**src/rtl/uart_regs_pkg.sv**
```systemverilog
package uart_regs_pkg;

   typedef enum logic [5:0] {
      RIX_RXD  = 6'h00,
      RIX_TXD  = 6'h10,
      RIX_CTL1 = 6'h20,
      RIX_CTL2 = 6'h21,
      RIX_CTL3 = 6'h22,
      RIX_CTL4 = 6'h23,
      RIX_FIFO = 6'h24,
      RIX_STS1 = 6'h25,
      RIX_STS2 = 6'h26,
      RIX_BINC = 6'h29,
      RIX_BMOD = 6'h2A,
      RIX_BCNT = 6'h2B,
      RIX_MSEC = 6'h2C,
      RIX_TEST = 6'h2D
   } reg_idx_e;

   localparam int IDX_BITS = 6;

   // bit positions that other logic decodes
   localparam int S1_RXRDY  = 9;
   localparam int S1_TXRDY  = 13;
   localparam int S2_DRDY   = 0;
   localparam int S2_BRKDET = 2;
   localparam int S2_TXDONE = 3;
   localparam int S2_TXEMP  = 14;
   localparam int C1_TXEIE  = 6;
   localparam int C2_RSTN   = 0;
   localparam int C2_TXON   = 2;
   localparam int C4_DONEIE = 3;
   localparam int C4_DRDYIE = 0;
   localparam int RW_BREAK  = 11;
   localparam int RW_FULL   = 15;
   localparam int T_RXEMP   = 5;
   localparam int T_TXEMP   = 6;

   localparam logic [15:0] STS1_INIT   = 16'h6040;
   localparam logic [15:0] STS2_INIT   = 16'h4028;
   localparam logic [15:0] STS1_W1C    = 16'h9DB0;
   localparam logic [15:0] STS2_W1C    = 16'hBDD6;
   localparam logic [15:0] RXBUF_INIT  = 16'h4000;
   localparam logic [15:0] RXBUF_BREAK = 16'h5800;
   localparam logic [15:0] CTL1_BOOT   = 16'h0001;
   localparam logic [15:0] CTL2_BOOT   = 16'h0004;
   localparam logic [15:0] CTL3_INIT   = 16'h0700;
   localparam logic [15:0] BCNT_INIT   = 16'h0004;

endpackage

```
**src/rtl/uart_sticky_reg.sv**
```systemverilog
module uart_sticky_reg #(
   parameter int             W        = 16,
   parameter logic [W-1:0]   RST_VAL  = '0,
   parameter logic [W-1:0]   CLR_MASK = '0
) (
   input  logic         clk,
   input  logic         rst_n,
   input  logic         sreset,
   input  logic [W-1:0] hw_set,
   input  logic [W-1:0] hw_clr,
   input  logic         sw_clr_en,
   input  logic [W-1:0] sw_clr_data,
   output logic [W-1:0] q
);

   for (genvar i = 0; i < W; i++) begin : g_bit
      logic bit_q;
      logic kept;
      assign kept = (bit_q & ~hw_clr[i]) | hw_set[i];
      if (CLR_MASK[i]) begin : g_w1c
         always_ff @(posedge clk or negedge rst_n) begin
            if (!rst_n)        bit_q <= RST_VAL[i];
            else if (sreset)   bit_q <= RST_VAL[i];
            else               bit_q <= kept & ~(sw_clr_en & sw_clr_data[i]);
         end
      end else begin : g_ro
         always_ff @(posedge clk or negedge rst_n) begin
            if (!rst_n)        bit_q <= RST_VAL[i];
            else if (sreset)   bit_q <= RST_VAL[i];
            else               bit_q <= kept;
         end
      end
      assign q[i] = bit_q;
   end

endmodule

```
**src/rtl/uart_rx_hold.sv**
```systemverilog
module uart_rx_hold #(
   parameter int W = 16
) (
   input  logic         clk,
   input  logic         rst_n,
   input  logic         sreset,
   input  logic         brk,
   input  logic         load,
   input  logic [W-1:0] load_data,
   output logic [W-1:0] buf_q
);
   import uart_regs_pkg::*;

   always_ff @(posedge clk or negedge rst_n) begin
      if (!rst_n)       buf_q <= W'(RXBUF_INIT);
      else if (sreset)  buf_q <= W'(RXBUF_INIT);
      else if (brk)     buf_q <= W'(RXBUF_BREAK);
      else if (load)    buf_q <= load_data;
   end

endmodule

```
**src/rtl/uart_irq_gen.sv**
```systemverilog
module uart_irq_gen #(
   parameter int W = 16
) (
   input  logic         clk,
   input  logic         rst_n,
   input  logic [W-1:0] sts1,
   input  logic [W-1:0] sts2,
   input  logic [W-1:0] ctl1,
   input  logic [W-1:0] ctl4,
   output logic         irq
);
   import uart_regs_pkg::*;

   localparam logic [W-1:0] S1_SEL = W'((1 << S1_TXRDY) | (1 << S1_RXRDY));
   localparam logic [W-1:0] C4_SEL = W'((1 << C4_DONEIE) | (1 << C4_DRDYIE));

   logic [W-1:0] s2_mask;
   logic         want;

   always_comb begin
      s2_mask = ctl4 & C4_SEL;
      if (ctl1[C1_TXEIE]) s2_mask[S2_TXEMP] = 1'b1;
      want = (|(sts1 & ctl1 & S1_SEL)) | (|(sts2 & s2_mask));
   end

   always_ff @(posedge clk or negedge rst_n) begin
      if (!rst_n) irq <= 1'b0;
      else        irq <= want;
   end

endmodule

```
**src/rtl/uart_ctrl_regs.sv**
```systemverilog
module uart_ctrl_regs
   import uart_regs_pkg::*;
#(
   parameter int ADDR_W = 6,
   parameter int BUS_W  = 32,
   parameter int REG_W  = 16,
   parameter int CHAR_W = 8
) (
   input  logic              clk,
   input  logic              rst_n,
   input  logic              bus_en,
   input  logic              bus_we,
   input  logic [ADDR_W-1:0] bus_addr,
   input  logic [BUS_W-1:0]  bus_wdata,
   output logic [BUS_W-1:0]  bus_rdata,
   output logic              tx_valid,
   output logic [CHAR_W-1:0] tx_data,
   input  logic              rx_valid,
   input  logic [REG_W-1:0]  rx_data,
   output logic              rx_ready,
   input  logic              brk_evt,
   output logic              irq
);

   if (REG_W < 16)     begin : g_chk_reg  $error("REG_W must be at least 16"); end
   if (BUS_W < REG_W)  begin : g_chk_bus  $error("BUS_W must cover REG_W"); end
   if (CHAR_W > REG_W) begin : g_chk_char $error("CHAR_W must fit in REG_W"); end
   if (ADDR_W < IDX_BITS) begin : g_chk_addr $error("ADDR_W too small"); end

   localparam logic [REG_W-1:0] ONE = REG_W'(1);

   logic upper_ok;
   if (ADDR_W > IDX_BITS) begin : g_wide
      assign upper_ok = (bus_addr[ADDR_W-1:IDX_BITS] == '0);
   end else begin : g_exact
      assign upper_ok = 1'b1;
   end

   if (BUS_W > REG_W) begin : g_hi
      logic unused_wdata_hi;
      assign unused_wdata_hi = ^bus_wdata[BUS_W-1:REG_W];
   end

   reg_idx_e         idx;
   logic             wr, rd, sreset, rx_full, rx_load, rd_take;
   logic [REG_W-1:0] wlow;
   logic [REG_W-1:0] ctl1_q, ctl2_q, ctl3_q, ctl4_q, fifo_q, bmod_q, bcnt_q, msec_q;
   logic [REG_W-1:0] sts1_q, sts2_q, rxbuf_q;
   logic [REG_W-1:0] s1_set, s1_clr, s2_set, s2_clr, test_v;

   assign idx     = reg_idx_e'(bus_addr[IDX_BITS-1:0]);
   assign wr      = bus_en & bus_we & upper_ok;
   assign rd      = bus_en & ~bus_we & upper_ok;
   assign wlow    = bus_wdata[REG_W-1:0];
   assign sreset  = wr && (idx == RIX_CTL2) && !bus_wdata[C2_RSTN];
   assign rx_full = sts1_q[S1_RXRDY];
   assign rx_ready = ~rx_full;
   assign rx_load = rx_valid & ~rx_full & ~brk_evt;
   assign rd_take = rd && (idx == RIX_RXD) && rx_full;

   always_comb begin
      s1_set = '0;
      s2_set = '0;
      s1_clr = '0;
      s2_clr = '0;
      if (rx_load || brk_evt) begin
         s1_set[S1_RXRDY] = 1'b1;
         s2_set[S2_DRDY]  = 1'b1;
      end
      if (brk_evt || (rx_load && rx_data[RW_BREAK])) s2_set[S2_BRKDET] = 1'b1;
      if (rd_take) begin
         s1_clr[S1_RXRDY] = 1'b1;
         s2_clr[S2_DRDY]  = 1'b1;
      end
   end

   uart_sticky_reg #(.W(REG_W), .RST_VAL(REG_W'(STS1_INIT)), .CLR_MASK(REG_W'(STS1_W1C))) u_sts1 (
      .clk(clk), .rst_n(rst_n), .sreset(sreset), .hw_set(s1_set), .hw_clr(s1_clr),
      .sw_clr_en(wr && (idx == RIX_STS1)), .sw_clr_data(wlow), .q(sts1_q));

   uart_sticky_reg #(.W(REG_W), .RST_VAL(REG_W'(STS2_INIT)), .CLR_MASK(REG_W'(STS2_W1C))) u_sts2 (
      .clk(clk), .rst_n(rst_n), .sreset(sreset), .hw_set(s2_set), .hw_clr(s2_clr),
      .sw_clr_en(wr && (idx == RIX_STS2)), .sw_clr_data(wlow), .q(sts2_q));

   uart_rx_hold #(.W(REG_W)) u_rxbuf (
      .clk(clk), .rst_n(rst_n), .sreset(sreset), .brk(brk_evt),
      .load(rx_load), .load_data(rx_data), .buf_q(rxbuf_q));

   uart_irq_gen #(.W(REG_W)) u_irq (
      .clk(clk), .rst_n(rst_n), .sts1(sts1_q), .sts2(sts2_q),
      .ctl1(ctl1_q), .ctl4(ctl4_q), .irq(irq));

   always_ff @(posedge clk or negedge rst_n) begin
      if (!rst_n) begin
         ctl1_q <= REG_W'(CTL1_BOOT);
         ctl2_q <= REG_W'(CTL2_BOOT);
         ctl3_q <= REG_W'(CTL3_INIT);
         ctl4_q <= '0;
         fifo_q <= '0;
         bmod_q <= '0;
         bcnt_q <= REG_W'(BCNT_INIT);
         msec_q <= '0;
      end else if (sreset) begin
         ctl1_q <= '0;
         ctl2_q <= wlow | ONE;
         ctl3_q <= REG_W'(CTL3_INIT);
         bmod_q <= '0;
         bcnt_q <= REG_W'(BCNT_INIT);
      end else if (wr) begin
         case (idx)
            RIX_CTL1: ctl1_q <= wlow;
            RIX_CTL2: ctl2_q <= wlow;
            RIX_CTL3: ctl3_q <= wlow;
            RIX_CTL4: ctl4_q <= wlow;
            RIX_FIFO: fifo_q <= wlow;
            RIX_BINC: bcnt_q <= wlow;
            RIX_BMOD: bmod_q <= wlow;
            RIX_MSEC: msec_q <= wlow;
            default: ;
         endcase
      end
   end

   always_ff @(posedge clk or negedge rst_n) begin
      if (!rst_n) begin
         tx_valid <= 1'b0;
         tx_data  <= '0;
      end else begin
         tx_valid <= 1'b0;
         if (wr && (idx == RIX_TXD) && ctl2_q[C2_TXON]) begin
            tx_valid <= 1'b1;
            tx_data  <= bus_wdata[CHAR_W-1:0];
         end
      end
   end

   always_comb begin
      test_v = '0;
      test_v[T_TXEMP] = 1'b1;
      test_v[T_RXEMP] = ~rx_full;
      bus_rdata = '0;
      if (upper_ok) begin
         case (idx)
            RIX_RXD: begin
               bus_rdata = BUS_W'(rxbuf_q);
               bus_rdata[RW_FULL] = rxbuf_q[RW_FULL] | rx_full;
            end
            RIX_CTL1: bus_rdata = BUS_W'(ctl1_q);
            RIX_CTL2: bus_rdata = BUS_W'(ctl2_q);
            RIX_CTL3: bus_rdata = BUS_W'(ctl3_q);
            RIX_CTL4: bus_rdata = BUS_W'(ctl4_q);
            RIX_FIFO: bus_rdata = BUS_W'(fifo_q);
            RIX_STS1: bus_rdata = BUS_W'(sts1_q);
            RIX_STS2: bus_rdata = BUS_W'(sts2_q);
            RIX_BMOD: bus_rdata = BUS_W'(bmod_q);
            RIX_BCNT: bus_rdata = BUS_W'(bcnt_q);
            RIX_MSEC: bus_rdata = BUS_W'(msec_q);
            RIX_TEST: bus_rdata = BUS_W'(test_v);
            default:  bus_rdata = '0;
         endcase
      end
   end

endmodule

```
**config.mk**
```make
export PLATFORM = sky130hd
export DESIGN_NAME = uart_ctrl_regs
export DESIGN_NICKNAME = d
export VERILOG_FILES = /design/src/rtl/uart_regs_pkg.sv /design/src/rtl/uart_sticky_reg.sv /design/src/rtl/uart_rx_hold.sv /design/src/rtl/uart_irq_gen.sv /design/src/rtl/uart_ctrl_regs.sv
export SDC_FILE = /design/constraint.sdc
export NUM_CORES = 1
export LEC_CHECK = 0
export ABC_AREA = 1
export BUFFER_PORTS_ARGS = -buffer_cell sky130_fd_sc_hd__buf_2
export CAP_MARGIN = 20
export CORE_MARGIN = 3
export CORE_UTILIZATION = 33
export DETAILED_ROUTE_END_ITERATION = 12
export GPL_ROUTABILITY_DRIVEN = 0
export PLACE_DENSITY = 0.53
export SYNTH_ARGS = -nofsm -noshare
export SYNTH_HDL_FRONTEND = slang
export SYNTH_HIERARCHICAL = 1
export SYNTH_SLANG_ARGS = --single-unit
```
**constraint.sdc**
```tcl
create_clock -name clk -period 1.65 [get_ports clk]
set_input_delay 0.0825 -clock clk [delete_from_list [all_inputs] [get_ports clk]]
set_output_delay 0.0825 -clock clk [all_outputs]
set_load 0.05 [all_outputs]
```
==> key figures <==
Run status
  • Status: complete, but fails checks
  • Failing checks: setup timing

Clock network
  • Root buffer selected by CTS: clkbuf_16
  • CTS Sinks: 186
  • Worst-Skew Late Latency: roughly 0.46 ns
  • TritonCTS clock tree: yes
  • Clock transition at the registers of the reported paths: ~0.080 ns
  • Max Root-Sink Buffers: 2
  • Num CTS Buffers: 17
  • # H-tree levels: 4

Run
  • MaxCap Viol Count: 0

Global route
  • Total grt overflow: 0
  • Pin count of the biggest net entering global routing: between 50 and 60
  • First-pass GRT wire length: around 53000 um
  • Number of global-route vias before repair: approximately 8800
  • M2 GR Usage: around 34%
  • GRT Util Overall: between 20% and 30%
  • GR peak layer: met2
  • GRT met1 Usage: around 29%
  • M3 GR Usage: about 4.5%
  • Initial antenna violation count: 0

Timing
  • Crit share post-route: 103%
  • Final hold viol count: 0
  • Clock skew: around 0.012 ns
  • Fin. max-slew vios: 0
  • Max Freq: just under 600 MHz
  • Final critical-path required period: between 1.5 and 2 ns
  • RSZ-0062 raised after global routing: true
  • Final setup vio count: 3
  • Setup ws final: -0.0537 ns

Layout
  • Layout fillers: roughly 3000
  • Non-Filler Instances: ~1900
  • Storage element area: approximately 0.0047 mm2
  • Share of layout cells above drive strength 1: between 20% and 30%
  • Core Util, Final: 42.8%
  • Nets: about 1500
  • Multi-input logic area: between 0.004 and 0.005 mm2
  • Antenna diode count: 0
  • Synth-to-Final Area Change: 25.7%

Synthesis
  • Number of synthesized flops with an enable pin: 0
  • Synthesized area per cell: ~7.7 um2
  • Asr flop ratio synth: between 90% and 100%
  • Sequential fraction of the synthesis area: approximately 47%
  • Post-Syn Instances: between 1000 and 1500
  • Unique cell type count in the Yosys netlist: 31
  • Ys Warns: 6
  • Synth Register Bits: between 150 and 200
  • Synth Cell Area: 0.00994 mm2
  • Synth Flop Type: dfrtp_1

Pwr
  • Combinational power share: 11.8%
  • Sequential share of power: a little under half
  • LEAKAGE: between 6 and 7 nW
  • Pwr dens: between 800 and 900 mW/mm2
  • Clock Power Share: between 40% and 50%
  • Internal power: between 7 and 8 mW
  • Sw Share: between 30 and 40%
  • Sw Pwr: ~3.3 mW
  • Overall Power: 10.8 mW
  • Max IR drop VDD: roughly 0.00071 V

Min path
  • Hold Crit Class: in2reg
  • Hold path depth: 5

Detailed routing
  • # DRC: 0
  • Post-DR wirelength/cell: between 15 and 20 um
  • Drt initial violations: about 780
  • Via count: 9228
  • Routed vias/inst: between 4 and 5
  • WL final: between 30000 and 40000 um
  • Final ANT Viol Nets: 0
  • First-pass iteration count of the detailed router: 6

Floorplanning
  • Die Footprint: about 0.032 mm2
  • Site row count: 62
  • Horiz. Die Dim: 180 um
  • Io pins: slightly above 100
  • Die Ht: approximately 180 um
  • CORE AREA: 0.0292 mm2
  • Initial Util: approximately a third

Placement
  • Post-DP HPWL: 23900 um
  • PortBufs: 70
  • Dpl cells: 1777
  • Pre-CTS WS: -0.129 ns

Critical path
  • Type of element launching the critical path: flip-flop
  • R2r setup slk: roughly 0.15 ns
  • Crit Path Max Fanout: 3
  • Critical path class: reg2out
  • Worst Reg-to-Reg Cells: 10
  • CP Capture Type: output pin
  • Crit path DAT: between 1.5 and 2 ns
  • Crit path required time: ~1.6 ns
==> critical path: stages, from the launching register on <==
cell and delay, ns:
dfrtp_2 0.44, or2_4 0.23, nand3_2 0.09, nand2_4 0.07
nor2_4 0.09, nand3_2 0.09, buf_8 0.16
==> cell families after synthesis <==
kind of cell,count (synthesis),share of synthesized area (%)
AOI/OAI and AO/OA,132,7.84
buffers and inverters,231,11.5
DFF,186,47.0
other,1,0.0377
and+or+nand+nor,746,33.6
==> synthesized netlist by cell type (3+ instances only) <==
cell type,number,area (um2)
nand2_1,352,1320
nand3_1,231,1160
dfrtp_1,173,4330
inv_1,96,360
nor2_1,83,312
o21ai_0,75,375
nand4_1,53,332
buf_4,49,368
clkbuf_1,42,158
a21oi_2,29,254
buf_2,28,140
a21oi_1,18,90.1
dfstp_2,13,342
nand2_2,8,50.1
o21ai_1,6,30.0
buf_6,5,56.3
inv_2,5,18.8
nor2_2,5,31.3
nor2_4,5,56.3
o211ai_1,4,30.0
buf_1,3,11.3
==> layout by cell type, fill, tap and decap left out, types with 13 or more instances in the layout <==
cell / n
nand3_2: 16
buf_6: 16
o21ai_0: 75
nand2_1: 347
a21oi_1: 18
inv_1: 93
dfstp_2: 13
dlygate4sd3_1: 33
nand3_1: 217
clkbuf_16: 18
buf_4: 64
nor2_1: 72
a21oi_2: 29
nand4_1: 53
dfrtp_1: 170
buf_12: 20
conb_1: 75
buf_2: 53
==> per-layer routing <==
layer | share of wire [%] | vias to the layer above
met5 | 0 | -
met2 | 47 | 315
met1 | 45 | 4438
met3 | 6.1 | 35
met4 | 2.5 | 0
li1 | - | 4440
==> state kept, by name (all words and copies together) (netlist names) <==
signal / cells
u_sts2/g_bit.bit_q: 16
tx_valid: 1
fifo_q: 16
ctl3_q: 16
ctl2_q: 16
ctl1_q: 16
bmod_q: 16
u_rxbuf/buf_q: 16
u_sts1/g_bit.bit_q: 16
tx_data: 8
bcnt_q: 16
ctl4_q: 16
u_irq/irq: 1
msec_q: 16
==> metrics by stage <==
stage	TNS, ns	hold WS (ns)	area, um2
global placement	-3.74	-0.00491	11200
floorplan	0	-0.213	10200
detailed placement	-7.57	-0.00733	11200
finish	-0.129	0.0221	12500
global route	-0.446	0.00287	12500
CTS	-0.233	0.00463	12300
==> path summary, 6_finish.rpt <==
path | from | end
worst max-delay path | u_sts1/g_bit[9].bit_q$_DFF_PN0_ | bus_rdata[15]
worst min-delay path | bus_we | u_sts1/g_bit[9].bit_q$_DFF_PN0_
worst max register to register | u_sts1/g_bit[9].bit_q$_DFF_PN0_ | u_sts2/g_bit[2].bit_q$_DFF_PN0_
worst min register to register | ctl2_q[0]$_DFFE_PN0P_ | ctl2_q[0]$_DFFE_PN0P_
max in group asynchronous | rst_n | u_rxbuf/buf_q[14]$_DFFE_PN1P_
min in group asynchronous | rst_n | ctl4_q[4]$_DFFE_PN0P_
==> layout make-up <==
class / instances / share of cell area [%]
timing repair buffer: 192 / 14.0
inverter: 103 / 3.23
clock buffer: 17 / 3.41
sequential: 186 / 37.4
multi-input combinational: 953 / 36.5
tap: 384 / 3.85
clock inverter: 15 / 1.61
==> power by group through the flow <==
stage          Clock, mW  Sequential, mW  Combinational [mW]
2_1_floorplan          0            5.14               0.747
3_3_place_gp           0            5.18                1.15
3_5_place_dp           0            5.18                1.17
4_1_cts             4.47            5.10                1.25
5_1_grt             4.68            5.14                1.41
6_report            4.40            5.10                1.27
==> repair_timing <==
item | 4_1_cts | 5_1_grt
endpoints found under the setup margin | 16 | 29
pin swaps | 7 | 15
resized for setup | 31 | 47
hold buffers | 33 | 0
gates cloned | 0 | 1
buffers inserted | 6 | 1
hold endpoints to repair | 247 | 0
Note: power is estimated with default switching activity, not from simulation.
